$ cat config.mk
export PLATFORM = sky130hd
export DESIGN_NAME = strobe_eye_cal
export DESIGN_NICKNAME = d
export VERILOG_FILES = /design/src/rtl/eye_cal_pkg.sv /design/src/rtl/strobe_eye_ctrl.sv /design/src/rtl/strobe_eye_dp.sv /design/src/rtl/strobe_eye_cal.sv
export SDC_FILE = /design/constraint.sdc
export NUM_CORES = 1
export LEC_CHECK = 0
export BUFFER_PORTS_ARGS = -buffer_cell sky130_fd_sc_hd__buf_2
export CORE_MARGIN = 1.5
export CORE_UTILIZATION = 45
export DETAILED_ROUTE_END_ITERATION = 8
export HOLD_SLACK_MARGIN = 0.15
export PLACE_DENSITY = 0.79
export SYNTH_ARGS = -nofsm -noshare
export SYNTH_HDL_FRONTEND = slang
export SYNTH_SLANG_ARGS = --single-unit
$ cat constraint.sdc
create_clock -name clk -period 2.75 [get_ports clk]
set_clock_uncertainty 0.05 [all_clocks]
set_input_delay 0.1375 -clock clk [delete_from_list [all_inputs] [get_ports clk]]
set_output_delay 0.1375 -clock clk [all_outputs]
set_load 0.05 [all_outputs]
$ cat src/rtl/eye_cal_pkg.sv
package eye_cal_pkg;

  localparam int PAT_WORDS = 64;
  localparam int ADDR_W    = 6;

  typedef enum logic [3:0] {
    S_IDLE, S_PROG, S_LOCK, S_INIT, S_SETTLE, S_WRITE,
    S_READ, S_CHECK, S_END, S_PICK, S_FATAL
  } cal_state_t;

  // strobes from control to datapath
  typedef struct packed {
    logic loadFirst;
    logic loadFinal;
    logic step;
    logic clrWait;
    logic incWait;
    logic clrAddr;
    logic incAddr;
    logic clrRead;
    logic incRead;
    logic markPass;
    logic markFail;
  } dp_cmd_t;

  // 64-word test pattern: four bases, each used in a 16-word group
  function automatic logic [31:0] patWord(input logic [ADDR_W-1:0] idx);
    logic [31:0] base;
    case (idx[5:4])
      2'd0:    base = 32'h0000_0000;
      2'd1:    base = 32'hAAAA_AAAA;
      2'd2:    base = 32'hA5A5_A5A5;
      default: base = 32'hAA55_AA55;
    endcase
    return (idx[1] ^ idx[3]) ? ~base : base;
  endfunction

endpackage

$ cat src/rtl/strobe_eye_ctrl.sv
module strobe_eye_ctrl
  import eye_cal_pkg::*;
(
  input  logic    clk,
  input  logic    rstN,
  input  logic    start,
  input  logic    dllLocked,
  input  logic    initDone,
  input  logic    pollLast,
  input  logic    settleLast,
  input  logic    addrLast,
  input  logic    readLast,
  input  logic    delayLast,
  input  logic    shiftLast,
  input  logic    bestNone,
  input  logic    mismatch,
  output dp_cmd_t cmd,
  output logic    memWe,
  output logic    memRe,
  output logic    ctlRun,
  output logic    done,
  output logic    busy,
  output logic    noWindow,
  output logic    errTimeout
);

  cal_state_t state, nxt;
  logic finalPhase;
  logic setRun, clrRun, pulseDone, setNoWin, setErr, setFinal, clrFlags;

  always_comb begin
    nxt = state;
    cmd = '0;
    memWe = 1'b0;
    memRe = 1'b0;
    setRun = 1'b0; clrRun = 1'b0; pulseDone = 1'b0;
    setNoWin = 1'b0; setErr = 1'b0; setFinal = 1'b0; clrFlags = 1'b0;
    case (state)
      S_IDLE: if (start) begin
        cmd.loadFirst = 1'b1; clrRun = 1'b1; clrFlags = 1'b1; nxt = S_PROG;
      end
      S_PROG: begin
        setRun = 1'b1; cmd.clrWait = 1'b1; nxt = S_LOCK;
      end
      S_LOCK: begin
        if (dllLocked) begin cmd.clrWait = 1'b1; nxt = S_INIT; end
        else if (pollLast) begin setErr = 1'b1; nxt = S_FATAL; end
        else cmd.incWait = 1'b1;
      end
      S_INIT: begin
        if (initDone) begin cmd.clrWait = 1'b1; nxt = S_SETTLE; end
        else if (pollLast) begin setErr = 1'b1; nxt = S_FATAL; end
        else cmd.incWait = 1'b1;
      end
      S_SETTLE: begin
        if (!settleLast) cmd.incWait = 1'b1;
        else if (finalPhase) begin pulseDone = 1'b1; nxt = S_IDLE; end
        else begin cmd.clrAddr = 1'b1; cmd.clrRead = 1'b1; nxt = S_WRITE; end
      end
      S_WRITE: begin
        memWe = 1'b1;
        if (addrLast) begin cmd.clrAddr = 1'b1; nxt = S_READ; end
        else cmd.incAddr = 1'b1;
      end
      S_READ: begin
        memRe = 1'b1; nxt = S_CHECK;
      end
      S_CHECK: begin
        if (mismatch) begin cmd.markFail = 1'b1; nxt = S_END; end
        else if (!readLast) begin cmd.incRead = 1'b1; nxt = S_READ; end
        else if (!addrLast) begin
          cmd.clrRead = 1'b1; cmd.incAddr = 1'b1; nxt = S_READ;
        end else begin cmd.markPass = 1'b1; nxt = S_END; end
      end
      S_END: begin
        clrRun = 1'b1;
        if (delayLast && shiftLast) nxt = S_PICK;
        else begin cmd.step = 1'b1; nxt = S_PROG; end
      end
      S_PICK: begin
        if (bestNone) begin setNoWin = 1'b1; pulseDone = 1'b1; nxt = S_IDLE; end
        else begin cmd.loadFinal = 1'b1; setFinal = 1'b1; nxt = S_PROG; end
      end
      S_FATAL: nxt = S_FATAL;
      default: nxt = S_IDLE;
    endcase
  end

  always_ff @(posedge clk) begin
    if (!rstN) begin
      state      <= S_IDLE;
      ctlRun     <= 1'b0;
      done       <= 1'b0;
      noWindow   <= 1'b0;
      errTimeout <= 1'b0;
      finalPhase <= 1'b0;
    end else begin
      state <= nxt;
      done  <= pulseDone;
      if (setRun) ctlRun <= 1'b1;
      else if (clrRun) ctlRun <= 1'b0;
      if (clrFlags) begin noWindow <= 1'b0; finalPhase <= 1'b0; end
      if (setNoWin) noWindow <= 1'b1;
      if (setFinal) finalPhase <= 1'b1;
      if (setErr) errTimeout <= 1'b1;
    end
  end

  assign busy = (state != S_IDLE) && (state != S_FATAL);

endmodule

$ cat src/rtl/strobe_eye_dp.sv
module strobe_eye_dp
  import eye_cal_pkg::*;
#(
  parameter int SHIFT_LO   = 64,
  parameter int SHIFT_HI   = 95,
  parameter int OUT_OFFSET = 32,
  parameter int SHIFT_W    = 8,
  parameter int DLY_LO     = 1,
  parameter int DLY_HI     = 63,
  parameter int DLY_W      = 7,
  parameter int READS      = 10,
  parameter int POLL_LIMIT = 65535,
  parameter int SETTLE_CYC = 10000,
  parameter int CNT_W      = $clog2(DLY_HI - DLY_LO + 2),
  parameter int WAIT_W     = $clog2(((POLL_LIMIT > SETTLE_CYC) ? POLL_LIMIT : SETTLE_CYC) + 1),
  parameter int RD_W       = $clog2(READS + 1)
) (
  input  logic               clk,
  input  logic               rstN,
  input  dp_cmd_t            cmd,
  input  logic [31:0]        memRdata,
  output logic [SHIFT_W-1:0] curShift,
  output logic [SHIFT_W-1:0] outShift,
  output logic [DLY_W-1:0]   curDelay,
  output logic [ADDR_W-1:0]  addr,
  output logic [31:0]        wdata,
  output logic [CNT_W-1:0]   bestCnt,
  output logic [SHIFT_W-1:0] bestShift,
  output logic [DLY_W-1:0]   midDelay,
  output logic               pollLast,
  output logic               settleLast,
  output logic               addrLast,
  output logic               readLast,
  output logic               delayLast,
  output logic               shiftLast,
  output logic               bestNone,
  output logic               mismatch
);

  localparam logic [WAIT_W-1:0] POLL_END   = WAIT_W'(POLL_LIMIT - 1);
  localparam logic [WAIT_W-1:0] SETTLE_END = WAIT_W'(SETTLE_CYC - 1);

  logic [WAIT_W-1:0] waitCnt;
  logic [RD_W-1:0]   readIdx;
  logic [CNT_W-1:0]  runCnt, runNext;
  logic [DLY_W-1:0]  runStart, startNow, bestStart, bestEnd;
  logic [DLY_W:0]    winSum;

  assign runNext  = runCnt + 1'b1;
  assign startNow = (runCnt == '0) ? curDelay : runStart;
  assign winSum   = {1'b0, bestStart} + {1'b0, bestEnd};
  assign midDelay = winSum[DLY_W:1];

  assign pollLast   = (waitCnt == POLL_END);
  assign settleLast = (waitCnt == SETTLE_END);
  assign addrLast   = (addr == ADDR_W'(PAT_WORDS - 1));
  assign readLast   = (readIdx == RD_W'(READS - 1));
  assign delayLast  = (curDelay == DLY_W'(DLY_HI));
  assign shiftLast  = (curShift == SHIFT_W'(SHIFT_HI));
  assign bestNone   = (bestCnt == '0);
  assign wdata      = patWord(addr);
  assign mismatch   = (memRdata != patWord(addr));
  assign outShift   = curShift + SHIFT_W'(OUT_OFFSET);

  always_ff @(posedge clk) begin
    if (!rstN) begin
      waitCnt <= '0; readIdx <= '0; addr <= '0;
      curShift <= '0; curDelay <= '0;
      runCnt <= '0; runStart <= '0;
      bestCnt <= '0; bestShift <= '0; bestStart <= '0; bestEnd <= '0;
    end else begin
      if (cmd.clrWait) waitCnt <= '0;
      else if (cmd.incWait) waitCnt <= waitCnt + 1'b1;
      if (cmd.clrAddr) addr <= '0;
      else if (cmd.incAddr) addr <= addr + 1'b1;
      if (cmd.clrRead) readIdx <= '0;
      else if (cmd.incRead) readIdx <= readIdx + 1'b1;

      if (cmd.loadFirst) begin
        curShift <= SHIFT_W'(SHIFT_LO);
        curDelay <= DLY_W'(DLY_LO);
        runCnt <= '0; runStart <= '0;
        bestCnt <= '0; bestShift <= '0; bestStart <= '0; bestEnd <= '0;
      end else if (cmd.step) begin
        if (delayLast) begin
          curDelay <= DLY_W'(DLY_LO);
          curShift <= curShift + 1'b1;
          runCnt   <= '0;              // each shift starts a fresh run
        end else begin
          curDelay <= curDelay + 1'b1;
        end
      end else if (cmd.loadFinal) begin
        curShift <= bestShift;
        curDelay <= midDelay;
      end

      if (cmd.markFail) runCnt <= '0;
      if (cmd.markPass) begin
        runCnt   <= runNext;
        runStart <= startNow;
        if (runNext >= bestCnt) begin  // ties go to the later run
          bestCnt   <= runNext;
          bestShift <= curShift;
          bestStart <= startNow;
          bestEnd   <= curDelay;
        end
      end
    end
  end

endmodule

$ cat src/rtl/strobe_eye_cal.sv
module strobe_eye_cal
  import eye_cal_pkg::*;
#(
  parameter int SHIFT_LO   = 64,
  parameter int SHIFT_HI   = 95,
  parameter int OUT_OFFSET = 32,
  parameter int SHIFT_W    = 8,
  parameter int DLY_LO     = 1,
  parameter int DLY_HI     = 63,
  parameter int DLY_W      = 7,
  parameter int LANES      = 9,
  parameter int READS      = 10,
  parameter int POLL_LIMIT = 65535,
  parameter int SETTLE_CYC = 10000,
  parameter int CNT_W      = $clog2(DLY_HI - DLY_LO + 2)
) (
  input  logic                   clk,
  input  logic                   rstN,
  input  logic                   start,
  output logic                   done,
  output logic                   busy,
  output logic                   ctlRun,
  output logic [SHIFT_W-1:0]     ctlWrShift,
  output logic [SHIFT_W-1:0]     ctlOutShift,
  output logic [LANES*DLY_W-1:0] ctlLaneDly,
  input  logic                   dllLocked,
  input  logic                   initDone,
  output logic                   memWe,
  output logic                   memRe,
  output logic [5:0]             memAddr,
  output logic [31:0]            memWdata,
  input  logic [31:0]            memRdata,
  output logic [CNT_W-1:0]       bestCount,
  output logic [SHIFT_W-1:0]     bestShift,
  output logic [DLY_W-1:0]       finalDelay,
  output logic                   noWindow,
  output logic                   errTimeout
);

  dp_cmd_t cmd;
  logic pollLast, settleLast, addrLast, readLast, delayLast, shiftLast, bestNone, mismatch;
  logic [DLY_W-1:0] curDelay;

  strobe_eye_ctrl ctrl_i (
    .clk, .rstN, .start, .dllLocked, .initDone,
    .pollLast, .settleLast, .addrLast, .readLast, .delayLast, .shiftLast,
    .bestNone, .mismatch, .cmd, .memWe, .memRe, .ctlRun, .done, .busy,
    .noWindow, .errTimeout
  );

  strobe_eye_dp #(
    .SHIFT_LO(SHIFT_LO), .SHIFT_HI(SHIFT_HI), .OUT_OFFSET(OUT_OFFSET),
    .SHIFT_W(SHIFT_W), .DLY_LO(DLY_LO), .DLY_HI(DLY_HI), .DLY_W(DLY_W),
    .READS(READS), .POLL_LIMIT(POLL_LIMIT), .SETTLE_CYC(SETTLE_CYC), .CNT_W(CNT_W)
  ) dp_i (
    .clk, .rstN, .cmd, .memRdata,
    .curShift(ctlWrShift), .outShift(ctlOutShift), .curDelay,
    .addr(memAddr), .wdata(memWdata),
    .bestCnt(bestCount), .bestShift, .midDelay(finalDelay),
    .pollLast, .settleLast, .addrLast, .readLast, .delayLast, .shiftLast,
    .bestNone, .mismatch
  );

  // one delay value fanned out to every byte lane
  for (genvar g = 0; g < LANES; g++) begin : g_lane
    assign ctlLaneDly[g*DLY_W +: DLY_W] = curDelay;
  end

endmodule

=== Word level (Yosys, flattened, before mapping) ===
Cells that the tools add are included.

* Add/subtract/negate cells: 8
* Magnitude comparators: 1
* Eq/ne operators: 25
* Muxes and demuxes: 89
* Bitwise operators: 3
* Reduce and logical (&&, ||, !) cells: 23

{| class="wikitable"
|+ Operators by type and width
! kind !! number
|-
| $pmux 32 s3 || 1
|-
| $mux 7 || 13
|-
| $mux 6 || 8
|-
| $mux 8 || 6
|-
| $mux 4 || 11
|-
| $pmux 4 s11 || 1
|-
| $mux 1 || 36
|-
| $mux 32 || 1
|-
| $ne 32x32->1 || 1
|-
| $not 32->32 || 1
|-
| $add 16x1->16 const B || 1
|-
| $eq 16x14->1 const B || 1
|-
| $eq 16x16->1 const B || 1
|-
| $eq 4x3->1 const B || 4
|-
| $eq 4x4->1 const B || 4
|-
| $add 6x1->6 const B || 2
|-
| $logic_not 6->1 || 2
|-
| $pmux 1 s2 || 6
|-
| $reduce_bool 4->1 || 3
|-
| $reduce_bool 2->1 || 5
|-
| $add 7x7->8 || 1
|-
| $add 8x1->8 const B || 1
|-
| $add 8x6->8 const B || 1
|-
| $eq 4x2->1 const B || 2
|-
| other kinds (25) || 36
|}

* Flip-flop bits (word level): 91
* Input bits: 37

=== Longest topological paths before layout ===
Gate-level depths: netlist of run 1.

* Depth in word-level cells: 9
* Mapped depth: 12
* Depth with buffers taken out: 9

=== Modules after synthesis ===
A second synthesis of run 1 with hierarchy kept.

* Cell total of the unflattened synthesis: 756
* Area, all modules: 6,268.5 um^2

{| class="wikitable"
|+ By module, submodules not included
! module !! times used !! cells an instance !! area each (um^2)
|-
| strobe_eye_dp || 1 || 587 || 5,037.3
|-
| strobe_eye_ctrl || 1 || 113 || 810.8
|-
| strobe_eye_cal || 1 || 56 || 420.4
|}

=== Least setup slack after synthesis of run 1 ===
Ideal clock, no wire load.

* Path type: reg2reg
* Start point: register dp_i.addr[4]
* End point: register dp_i.bestShift[7]
* Library setup time: 0.120 ns
* Arrival: 3.215 ns
* Required time: 2.580 ns
* Setup slack: -0.635 ns
* Cell stages (with the launch flop): 12
* Period minus slack after synthesis: 3.385 ns
* Cell sequence: dfxtp_1 inv_1 ha_1 xnor3_1 mux2i_1 nor2_1 and3_1 nand3_4 or4b_1 buf_2 buf_6 mux2i_1

* Word-level cells in the longest chain between the ends: 8

{| class="wikitable"
|+ Ends and longest elaborated chain
! element !! RTL line !! source
|-
| start, declared || strobe_eye_dp.sv:25 || <nowiki>output logic [ADDR_W-1:0] addr,</nowiki>
|-
| start signal, assigned || strobe_eye_dp.sv:75 || <nowiki>else if (cmd.incAddr) addr <= addr + 1'b1;</nowiki>
|-
| $eq 2x2->1 (tied with other cells) || - ||
|-
| $pmux 32 s3 (*) || - ||
|-
| $not 32->32 || - ||
|-
| $mux 32 (*) || - ||
|-
| via memWdata[13] || strobe_eye_cal.sv:31 || <nowiki>output logic [31:0] memWdata,</nowiki>
|-
| $ne 32x32->1 (*) || strobe_eye_dp.sv:62 || <nowiki>assign mismatch = (memRdata != patWord(addr));</nowiki>
|-
| $mux 4 (*) || strobe_eye_ctrl.sv:69 || <nowiki>if (mismatch) begin cmd.markFail = 1'b1; nxt = S_END; end</nowiki>
|-
| $mux 3 (*) || strobe_eye_ctrl.sv:38 || <nowiki>case (state)</nowiki>
|-
| $mux 8 (*) || strobe_eye_dp.sv:98 || <nowiki>if (cmd.markPass) begin</nowiki>
|-
| end signal, assigned || strobe_eye_dp.sv:103 || <nowiki>bestShift <= curShift;</nowiki>
|-
| end, declared || strobe_eye_dp.sv:28 || <nowiki>output logic [SHIFT_W-1:0] bestShift,</nowiki>
|}

The timed path passes the listed nets; every way through them passes the cells marked *.
A chain may end at the register's enable or synchronous reset.

=== Worst setup path in the final report of run 1 ===
* Start point: register dp_i.addr[5]
* End point: register dp_i.bestEnd[5]

* Word-level cells in the longest chain between the ends: 8

{| class="wikitable"
|+ Ends and longest elaborated chain
! element !! RTL line !! source
|-
| $eq 2x2->1 (tied with other cells) || eye_cal_pkg.sv:29 || <nowiki>case (idx[5:4])</nowiki>
|-
| $pmux 32 s3 || eye_cal_pkg.sv:29 ||
|-
| $not 32->32 || eye_cal_pkg.sv:35 || <nowiki>return (idx[1] ^ idx[3]) ? ~base : base;</nowiki>
|-
| $mux 32 || eye_cal_pkg.sv:35 ||
|-
| $ne 32x32->1 || strobe_eye_dp.sv:62 ||
|-
| $mux 4 (*) || strobe_eye_ctrl.sv:69 ||
|-
| $mux 3 (*) || strobe_eye_ctrl.sv:38 ||
|-
| $mux 7 (*) || strobe_eye_dp.sv:98 ||
|-
| end signal, assigned || strobe_eye_dp.sv:105 || <nowiki>bestEnd <= curDelay;</nowiki>
|-
| end, declared || strobe_eye_dp.sv:46 || <nowiki>logic [DLY_W-1:0] runStart, startNow, bestStart, bestEnd;</nowiki>
|}

Mark *: on every way between the ends. The rest lies on a longest branch, timed or not.

==> results.tsv, run 1 <==
stage	metric	value	unit
global_routing	first-pass GRT wire length	24800	microns
synth	Post-synth EDFFs	0	
place	pre-CTS WS	-50.4	ps
power_and_ir_drop	Cell Int Power	0.00237	W
power_and_ir_drop	sequential share of power	36.7	%
sta	max_slew headroom	51.2	%
final_layout	ANT cells	0	
synth	Top FF cell, synth	dfxtp_1	
clock_tree	CTS Buf Count	9	
place	number of port buffers	181	
critical_path	crit path kind	reg2reg	
synth	register bit total from synthesis	91	
global_routing	Global Route Usage Sum	20.9	%
synth	syn_nets	827	
sta	Tcrit/Tclk final	100	%
critical_path	crit start category	flip-flop	
critical_path	R2R Path End	dp_i.bestEnd[5]$_SDFF_PN0_	
clock_tree	Root Driver	clkbuf_16	
synth	Yosys cell types	65	
sta	setup ws final	-9.03	ps
die	IO Count	182	
final_layout	share of cells above drive strength 1	32.4	%
power_and_ir_drop	Clock power frac	31.7	%
clock_tree	CTS sink cnt	91	
final_layout	Area Overhead vs Synth	20.4	%
critical_path	flop-to-flop setup slack	-9	ps
power_and_ir_drop	Gate power share	31.6	%
routing	drt first pass iters	5	
final_layout	most frequent cells in the layout	buf_2, dfxtp_1, nand2_1	
sta	Final Max Tran Viols	0	
synth	Gate Count Post-Synth	762	
critical_path	CP Max Fanout	5	
clock_tree	H-tree Lvls	3	
routing	DRT iter0 DRCs	477	
routing	via count	5822	
synth	register area share after synthesis	29.4	%
place	RD Place Congestion	0.875	
sta	worst hold slack	214	ps
die	die height	120	microns
die	die area	0.0145	sq mm
routing	via density per instance	5.44	
clock_tree	TritonCTS clock tree	yes	
power_and_ir_drop	VDD IR max	0.282	mV
critical_path	critical path arrival	2940	ps
clock_tree	clk_lat worst skew	350	ps
sta	RSZ-0062 raised after global routing	true	
final_layout	Nets	954	
global_routing	antenna violations before repair	0	
sta	Fin. Hold Viols	0	
sta	max frequency	362	MHz
power_and_ir_drop	Static Leakage	3.52	nW
die	Die W	120	microns
sta	Tmin final	2760	ps
critical_path	required time worst endpoint	2940	ps
routing	Final ANT Viol Nets	0	
critical_path	Critical Path End Type	flip-flop	
synth	Mapped Area	0.00620	sq mm
flow_run	max_cap viols	0	
place	DP HPWL	11200	microns
die	Initial Util	46.4	%
critical_path	Register-to-Register Path Depth	11	
final_layout	commonest non-fill, non-tap cell in the layout	buf_2	
critical_path	Critical R2R Launch	dp_i.addr[5]$_SDFFE_PP0P_	
routing	DRC	0	
global_routing	vias in the first global route	5186	
power_and_ir_drop	switching power	0.00143	W
sta	Worst-Margin Slew	730	ps
power_and_ir_drop	sw frac	37.7	%
clock_tree	CTS Buffer Depth	2	
outcome	status	complete, but fails checks	
critical_path	Setup crit end	dp_i.bestEnd[5]$_SDFF_PN0_	
routing	wire per inst	14.7	microns
power_and_ir_drop	pwr dens	509	mW/mm^2
die	core area	0.0133	sq mm
clock_tree	clock-pin slew on the worst setup and hold paths	60	ps
final_layout	FILL cells	1231	
critical_path	Worst Setup SP	dp_i.addr[5]$_SDFFE_PP0P_	
synth	post-synthesis async set-or-reset flop share	0	%
outcome	failing checks	setup timing	
die	Cell Rows	42	
synth	Ys Warns	0	
hold_path	HP Class	in2reg	
sta	# setup viols final	6	
routing	total length of routed wires	15700	microns
global_routing	largest net degree at the start of global routing	31	
sta	TNS Setup	-37.9	ps
global_routing	gr ovfl total	0	
synth	syn_area_per_cell	8.13	sq um
power by group through the flow:
stage / Clock [W] / Sequential [W] / Combinational, W
floorplan: 0 / 0.00149 / 0.000859
global placement: 0 / 0.00142 / 0.00115
detailed placement: 0 / 0.00142 / 0.00117
CTS: 0.00122 / 0.00139 / 0.00118
global route: 0.00127 / 0.00140 / 0.00129
finish: 0.00121 / 0.00139 / 0.00120
per-stage QoR:
stage,total power (W),util [%],area (sq um),cells
final,0.00380,55.9,7460,1070
after global routing,0.00396,55.9,7460,1070
after CTS,0.00379,54.0,7210,1058
after global placement,0.00257,51.6,6890,1040
after floorplan,0.00235,-,6250,762
after detailed placement,0.00260,51.6,6890,1040
area by class of cell:
class	instances	area, sq um	area share, %
Multi-Input combinational cell	526	3650	48.9
Inverter	29	111	1.49
Clock inverter	4	23.8	0.318
Clock buffer	12	267	3.57
Sequential cell	91	1840	24.6
Tap cell	176	220	2.95
Timing Repair Buffer	232	1350	18.1
logic make-up after synthesis:
family                     Yosys count  share of synthesized area, %
AOI/OAI and AO/OA                  124                          13.3
xor gates and xnor gates            34                          5.47
adders and majority gates           28                          5.77
buffers and inverters              145                          14.3
DFF                                 91                          29.4
muxes                               41                          6.80
and+or+nand+nor                    299                          24.9
state kept, by name, summed over array words and instances (netlist names):
register and count:
dp_i.bestCnt 6, ctrl_i.ctlRun 1, ctrl_i.state 4, dp_i.curShift 8, dp_i.bestShift 8, ctrl_i.noWindow 1
dp_i.bestEnd 7, dp_i.addr 6, dp_i.runCnt 6, ctrl_i.errTimeout 1, dp_i.runStart 7, dp_i.curDelay 7
ctrl_i.done 1, dp_i.readIdx 4, dp_i.waitCnt 16, dp_i.bestStart 7, ctrl_i.finalPhase 1
how the worst min path moves through the flow:
stage                                 start                           end  cells after the start
3_5_place_dp   ctrl_i.noWindow$_SDFFE_PN0P_  ctrl_i.noWindow$_SDFFE_PN0P_                      2
6_report                               rstN    dp_i.bestCnt[4]$_SDFF_PN0_                      3
3_3_place_gp   ctrl_i.noWindow$_SDFFE_PN0P_  ctrl_i.noWindow$_SDFFE_PN0P_                      2
4_1_cts                                rstN    dp_i.bestCnt[4]$_SDFF_PN0_                      3
5_1_grt                                rstN    dp_i.bestCnt[4]$_SDFF_PN0_                      3
2_1_floorplan                         start    ctrl_i.ctlRun$_SDFFE_PN0P_                      3
critical path, stage by stage, from the launching register on:
cell and delay [ps]:
dfxtp_4 370, inv_2 70, ha_4 170, buf_6 120
nor4bb_4 250, mux2i_1 130, a31oi_2 220, and2_4 210
nand3_4 100, or4b_4 630, clkbuf_16 200, mux2i_1 110
synthesized netlist by cell type, types with 4 or more instances:
cell | n | area share, %
nor2_1 | 67 | 4.1
nand2b_1 | 9 | 0.91
buf_4 | 87 | 11
or2_2 | 5 | 0.50
nor2b_1 | 7 | 0.71
nor3b_1 | 9 | 1.1
o31ai_1 | 4 | 0.48
a22o_1 | 18 | 2.5
inv_1 | 29 | 1.8
xor2_1 | 15 | 2.1
nand2_1 | 68 | 4.1
a31oi_1 | 4 | 0.40
clkbuf_1 | 25 | 1.5
xnor2_1 | 16 | 2.3
o21ai_0 | 24 | 1.9
nand3_1 | 49 | 4.0
ha_1 | 27 | 5.5
nand3b_1 | 5 | 0.61
or3_1 | 4 | 0.40
a211oi_1 | 9 | 1.1
a21oi_1 | 33 | 2.7
dfxtp_1 | 91 | 29
nor4_1 | 15 | 1.5
and4_1 | 5 | 0.71
mux2i_1 | 32 | 5.2
nand4_1 | 17 | 1.7
or4_1 | 6 | 0.73
and2_1 | 6 | 0.61
mux2_2 | 9 | 1.6
and3_1 | 10 | 1.0
nor3_1 | 6 | 0.48
what timing repair did:
action,in CTS,in global routing
resized for setup,4,21
setup buffers,0,9
hold endpoints to repair,2,0
pin swaps,1,10
setup endpoints to repair,28,47
hold buffers,2,0
gates cloned,0,3
routing by layer:
metal,track usage (%),vias to the layer above,wire length [microns]
met5,0,-,0
met4,6.91,0,310
met3,4.01,22,1000
met2,34.8,221,7560
met1,27.2,2697,6820
li1,-,2882,-
Power figures use the tool's default switching activity.
==> run 2, diff against run 1 <==
--- a/config.mk
+++ b/config.mk
@@ -11,6 +11,7 @@
 export DETAILED_ROUTE_END_ITERATION = 8
 export HOLD_SLACK_MARGIN = 0.15
 export PLACE_DENSITY = 0.79
+export RECOVER_POWER = 100
 export SYNTH_ARGS = -nofsm -noshare
 export SYNTH_HDL_FRONTEND = slang
 export SYNTH_SLANG_ARGS = --single-unit
==> run 2 against run 1 <==
Compared with the run above:
- the flow still finishes with violations (setup timing)
- global-route usage stayed put
- combinational power hardly changed
- hold slack worse by 5.9 ps
- first-iteration DRC count shrank 7.5%
- maximum frequency about the same
- flip-flop and latch count unchanged
- final area is 0.37% lower
- worst setup slack improved by 0.99 ps
- count of clock-buffer cells in the layout unchanged
- clock power barely moved
- sequential share of layout area up 0.091 points
- utilization decreased by 0.21 points
==> results.tsv, run 2 (synthesized netlist as in run 1, its figures left out) <==
stage	metric	value	unit	change
outcome	status	complete, but fails checks		unchanged
outcome	failing checks	setup timing		unchanged
final_layout	most frequent cells in the layout	buf_2, dfxtp_1, nand2_1		unchanged
critical_path	crit path kind	reg2reg		unchanged
hold_path	HP Class	in2reg		unchanged
power_and_ir_drop	pwr dens	512	mW/mm^2	was 509 mW/mm^2
clock_tree	CTS Buffer Depth	2		unchanged
final_layout	number of flip-flops in the largest register	16		unchanged
critical_path	critical path arrival	2940	ps	about the same
die	die height	120	microns	unchanged
place	DP HPWL	11200	microns	unchanged
final_layout	Area Overhead vs Synth	20.0	%	was 20.4%
final_layout	commonest non-fill, non-tap cell in the layout	buf_2		unchanged
power_and_ir_drop	Static Leakage	3.43	nW	was 3.52 nW
sta	# setup viols final	6		unchanged
die	core area	0.0133	sq mm	unchanged
power_and_ir_drop	sw frac	37.8	%	was 37.7%
sta	RSZ-0062 raised after global routing	true		unchanged
critical_path	crit start category	flip-flop		unchanged
routing	DRT iter0 DRCs	441		was 477
critical_path	CP Max Fanout	5		unchanged
critical_path	Register-to-Register Path Depth	11		unchanged
global_routing	vias in the first global route	5186		unchanged
clock_tree	TritonCTS clock tree	yes		unchanged
global_routing	antenna violations before repair	0		unchanged
sta	max_slew headroom	51.2	%	about the same
final_layout	FILL cells	1240		was 1,231
sta	max frequency	363	MHz	was 362 MHz
final_layout	Nets	954		unchanged
clock_tree	CTS sink cnt	91		unchanged
routing	via count	5802		was 5,822
clock_tree	Root Driver	clkbuf_16		unchanged
clock_tree	clock-pin slew on the worst setup and hold paths	60	ps	about the same
power_and_ir_drop	Cell Int Power	0.00237	W	about the same
sta	Worst-Margin Slew	731	ps	was 730 ps
power_and_ir_drop	switching power	0.00144	W	was 0.00143 W
clock_tree	CTS Buf Count	9		unchanged
routing	via density per instance	5.42		was 5.44
sta	Tmin final	2760	ps	about the same
global_routing	Global Route Usage Sum	20.9	%	unchanged
power_and_ir_drop	Clock power frac	31.7	%	about the same
place	RD Place Congestion	0.875		unchanged
global_routing	first-pass GRT wire length	24800	microns	unchanged
die	Die W	120	microns	unchanged
routing	total length of routed wires	15700	microns	about the same
routing	Final ANT Viol Nets	0		unchanged
clock_tree	clk_lat worst skew	350	ps	about the same
final_layout	Largest regs	dp_i.waitCnt (16), dp_i.bestShift (8), dp_i.curShift (8)		unchanged
global_routing	largest net degree at the start of global routing	31		unchanged
flow_run	max_cap viols	0		unchanged
final_layout	Top reg by flops	dp_i.waitCnt		unchanged
sta	setup ws final	-8.05	ps	was -9.03 ps
place	pre-CTS WS	-50.4	ps	unchanged
routing	wire per inst	14.7	microns	about the same
final_layout	final core occ	55.7	%	was 55.9%
place	number of port buffers	181		unchanged
die	Cell Rows	42		unchanged
clock_tree	H-tree Lvls	3		unchanged
critical_path	required time worst endpoint	2940	ps	about the same
global_routing	gr ovfl total	0		unchanged
power_and_ir_drop	sequential share of power	36.6	%	was 36.7%
power_and_ir_drop	VDD IR max	0.309	mV	was 0.282 mV
final_layout	ANT cells	0		unchanged
routing	drt first pass iters	5		unchanged
sta	Fin. Hold Viols	0		unchanged
die	die area	0.0145	sq mm	unchanged
hold_path	hold path depth	3		unchanged
die	IO Count	182		unchanged
critical_path	Critical Path End Type	flip-flop		unchanged
die	Initial Util	46.4	%	unchanged
power_and_ir_drop	Gate power share	31.7	%	was 31.6%
sta	Tcrit/Tclk final	100	%	about the same
sta	Final Max Tran Viols	0		unchanged
routing	DRC	0		unchanged
final_layout	share of cells above drive strength 1	30.2	%	was 32.4%
## run 2: changes by cell type in the layout (fill, tap and decap cells not counted), sizes merged
| cell | previous run | this run |
|---|---|---|
| buf | 228 | 208 |
| clkbuf | 14 | 34 |
## run 2: per-layer routing
| layer | global-route usage (%) | wire length (microns) | vias to the layer above |
|---|---|---|---|
| met5 | 0 | 0 | - |
| met4 | 6.91 | 233 | 0 |
| met3 | 4.01 | 968 | 18 |
| met2 | 34.8 | 7600 | 206 |
| met1 | 27.2 | 6900 | 2699 |
| li1 | - | - | 2879 |
## run 2: worst max-delay path, stage by stage, from the launching register on
cell,delay [ps]
dfxtp_4,370
inv_2,70
ha_4,170
buf_6,120
nor4bb_4,250
mux2i_1,130
a31oi_2,220
and2_4,210
nand3_4,100
or4b_4,630
clkbuf_16,200
mux2i_1,110
## run 2: worst paths after layout
path / from / endpoint / slack, ps
max: dp_i.addr[5]$_SDFFE_PP0P_ / dp_i.bestCnt[4]$_SDFF_PN0_ / -8
min: rstN / dp_i.bestCnt[4]$_SDFF_PN0_ / 210
max reg2reg: dp_i.addr[5]$_SDFFE_PP0P_ / dp_i.bestCnt[4]$_SDFF_PN0_ / -8
min reg2reg: ctrl_i.noWindow$_SDFFE_PN0P_ / ctrl_i.noWindow$_SDFFE_PN0P_ / 400
## run 2: final cells by class
type                       instances  area [sq um]  area share [%]
clock inverter                     4          23.8           0.320
sequential                        91          1840            24.7
inverter                          29           111            1.50
timing repair buffer             232          1330            17.8
clock buffer                      12           267            3.58
multi-input combinational        526          3650            49.1
tap                              176           220            2.96
## run 2: timing repair
item / 4_1_cts / 5_1_grt
setup buffers: 0 / 9
cloned: 0 / 3
setup endpoints to repair: 28 / 47
endpoints found under the hold margin: 2 / 0
hold buffers: 2 / 0
pin swaps: 1 / 10
resized for setup: 4 / 21
## run 2: power groups by stage
stage | Sequential (W) | Clock, W | Combinational [W]
4_1_cts | 0.00139 | 0.00122 | 0.00118
3_5_place_dp | 0.00142 | 0 | 0.00117
6_report | 0.00139 | 0.00121 | 0.00121
5_1_grt | 0.00140 | 0.00127 | 0.00129
3_3_place_gp | 0.00142 | 0 | 0.00115
2_1_floorplan | 0.00149 | 0 | 0.000859
## run 2: through the flow
step	hold slack, ps	power (W)	std cells	setup TNS, ps	instance area (sq um)
floorplan	299	0.00235	762	0	6250
global placement	395	0.00257	1040	0	6890
detailed placement	397	0.00260	1040	-223	6890
CTS	195	0.00379	1058	0	7210
global route	228	0.00396	1070	-2280	7440
finish	208	0.00381	1070	-34.6	7440
==> run 3, diff against run 2 <==
--- a/config.mk
+++ b/config.mk
@@ -5,7 +5,7 @@
 export SDC_FILE = /design/constraint.sdc
 export NUM_CORES = 1
 export LEC_CHECK = 0
-export BUFFER_PORTS_ARGS = -buffer_cell sky130_fd_sc_hd__buf_2
+export BUFFER_PORTS_ARGS = -buffer_cell sky130_fd_sc_hd__clkbuf_2
 export CORE_MARGIN = 1.5
 export CORE_UTILIZATION = 45
 export DETAILED_ROUTE_END_ITERATION = 8
==> run 3 against run 2 <==
Compared with the run above:
- the flow now finishes without violations
- flip-flop and latch count unchanged
- combinational power shrank 5%
- largest cell class unchanged
- final area is 3.6% lower
- hold slack improved by 84 ps
- count of clock-buffer cells in the layout decreased by 2
- register-to-register slack better by 50 ps
- sequential share of layout area is 0.92 points higher
==> results.tsv, run 3 (synthesized netlist as in run 1, its figures left out) <==
stage	metric	value	unit	change
outcome	status	finished clean		was complete, but fails checks
final_layout	most frequent cells in the layout	clkbuf_1, dfxtp_1, nand2_1		was buf_2, dfxtp_1, nand2_1
critical_path	crit path max-delay cell type	or4b_4		unchanged
power_and_ir_drop	Tot Pwr	0.00370	W	was 0.00381 W
final_layout	Seq. cell area	0.00184	sq mm	unchanged
place	DP Area	0.00692	sq mm	was 0.00689 sq mm
final_layout	ANT cells	0		unchanged
critical_path	crit start category	flip-flop		unchanged
place	RD Place Congestion	0.847		was 0.875
sta	max_slew headroom	53.2	%	was 51.2%
sta	Fin. Hold Viols	0		unchanged
routing	via count	5792		was 5,802
clock_tree	clock-pin slew on the worst setup and hold paths	60	ps	about the same
sta	Worst-Margin Slew	701	ps	was 731 ps
sta	# setup viols final	0		was 6
sta	max frequency	370	MHz	was 363 MHz
global_routing	gr ovfl total	0		unchanged
global_routing	Global Route Usage Sum	21.1	%	was 20.9%
final_layout	Nets	952		was 954
power_and_ir_drop	Static Leakage	2.88	nW	was 3.43 nW
global_routing	antenna violations before repair	0		unchanged
die	IO Count	182		unchanged
die	die area	0.0145	sq mm	unchanged
clock_tree	TritonCTS clock tree	yes		unchanged
place	DP HPWL	11200	microns	about the same
routing	Final ANT Viol Nets	0		unchanged
place	placed insts	1045		was 1,040
die	Cell Rows	42		unchanged
critical_path	critical path arrival	2920	ps	was 2940 ps
clock_tree	CTS Buffer Depth	2		unchanged
final_layout	Largest regs	dp_i.waitCnt (16), dp_i.bestShift (8), dp_i.curShift (8)		unchanged
critical_path	required time worst endpoint	2970	ps	was 2940 ps
die	Die W	120	microns	unchanged
sta	worst hold slack	292	ps	was 208 ps
final_layout	commonest non-fill, non-tap cell in the layout	clkbuf_1		was buf_2
final_layout	Area Overhead vs Synth	15.7	%	was 20.0%
critical_path	CP cell instances	xnor2_4 -> buf_6 -> or4_1 -> nand4_1 -> and2_4 -> nand3_4 -> or4b_4 -> buf_12 -> mux2i_2		was inv_2 -> ha_4 -> buf_6 -> nor4bb_4 -> mux2i_1 -> a31oi_2 -> and2_4 -> nand3_4 -> or4b_4 -> clkbuf_16 -> mux2i_1
place	number of port buffers	181		unchanged
routing	drt first pass iters	5		unchanged
critical_path	Critical Path End Type	flip-flop		unchanged
die	die height	120	microns	unchanged
hold_path	HP Class	in2reg		unchanged
sta	Tcrit/Tclk final	98.3	%	was 100%
routing	wire per inst	14.4	microns	was 14.7 microns
routing	total length of routed wires	15400	microns	was 15,700 microns
final_layout	Top reg by flops	dp_i.waitCnt		unchanged
flow_run	max_cap viols	0		unchanged
critical_path	CP max stage delay	510	ps	was 630 ps
final_layout	share of cells above drive strength 1	16.0	%	was 30.2%
die	Initial Util	46.4	%	unchanged
routing	DRC	0		unchanged
final_layout	FILL cells	1321		was 1,240
global_routing	vias in the first global route	5181		was 5,186
clock_tree	CTS Buf Count	9		unchanged
sta	Final Max Tran Viols	0		unchanged
critical_path	CP Max Fanout	21		was 5
final_layout	area of the multi-input gates	0.00363	sq mm	was 0.00365 sq mm
global_routing	largest net degree at the start of global routing	31		unchanged
clock_tree	clk_lat worst skew	350	ps	about the same
final_layout	number of flip-flops in the largest register	16		unchanged
sta	Tmin final	2700	ps	was 2760 ps
die	core area	0.0133	sq mm	unchanged
clock_tree	CTS sink cnt	91		unchanged
clock_tree	Root Driver	clkbuf_16		unchanged
global_routing	first-pass GRT wire length	25100	microns	was 24,800 microns
critical_path	crit path kind	reg2reg		unchanged
place	pre-CTS WS	-29.4	ps	was -50.4 ps
clock_tree	H-tree Lvls	3		unchanged
final_layout	fin cells	1067		was 1,070
sta	setup ws final	46.5	ps	was -8.05 ps
final_layout	Final Cell Area	0.00717	sq mm	was 0.00744 sq mm
power_and_ir_drop	VDD IR max	0.376	mV	was 0.309 mV
routing	DRT iter0 DRCs	429		was 441
routing	via density per instance	5.43		was 5.42
power_and_ir_drop	pwr dens	516	mW/mm^2	was 512 mW/mm^2
## run 3: power breakdown
group	leakage (nW)	switching, W	internal (W)
combinational	2.02	0.000861	0.000292
clock	0.122	0.000544	0.000612
sequential	0.737	0.0000356	0.00136
total	2.88	0.00144	0.00226
## run 3: stage by stage
stage	setup TNS, ps	util, %
2_1_floorplan	0	-
3_3_place_gp	0	51.9
3_5_place_dp	-40.7	51.9
4_1_cts	0	54.1
5_1_grt	-725	53.7
6_report	0	53.7
## run 3: routing by layer
metal | track usage (%) | wire length [microns]
met5 | 0 | 0
met2 | 35.0 | 7280
met4 | 6.99 | 201
met1 | 27.9 | 6900
met3 | 3.54 | 976
## run 3: path summary, 6_finish.rpt
kind,from,end,slack [ps],depth (start not counted)
max,dp_i.addr[3]$_SDFFE_PP0P_,dp_i.bestEnd[1]$_SDFF_PN0_,50,9
min,rstN,dp_i.bestCnt[3]$_SDFF_PN0_,290,3
max reg2reg,dp_i.addr[3]$_SDFFE_PP0P_,dp_i.bestEnd[1]$_SDFF_PN0_,50,9
min reg2reg,ctrl_i.noWindow$_SDFFE_PN0P_,ctrl_i.noWindow$_SDFFE_PN0P_,410,2
## run 3: timing repair
action,in CTS,in global routing
endpoints found under the setup margin,8,41
hold buffers,2,0
pin swaps,0,11
resized for setup,4,25
endpoints found under the hold margin,2,0
setup buffers,0,5
## run 3: layout make-up
class / count / share of cell area, %
tap: 176 / 3.07
multi-input combinational: 526 / 50.6
sequential: 91 / 25.6
timing repair buffer: 230 / 15.5
clock inverter: 5 / 0.524
clock buffer: 10 / 3.19
inverter: 29 / 1.55
## run 3: critical path, delay by kind of cell, from the launching register on
| family | cells | cell delay, ps |
|---|---|---|
| simple gates | 5 | 1450 |
| buf+inv | 2 | 350 |
| flops | 1 | 370 |
| xor+xnor | 1 | 180 |
| mux | 1 | 210 |
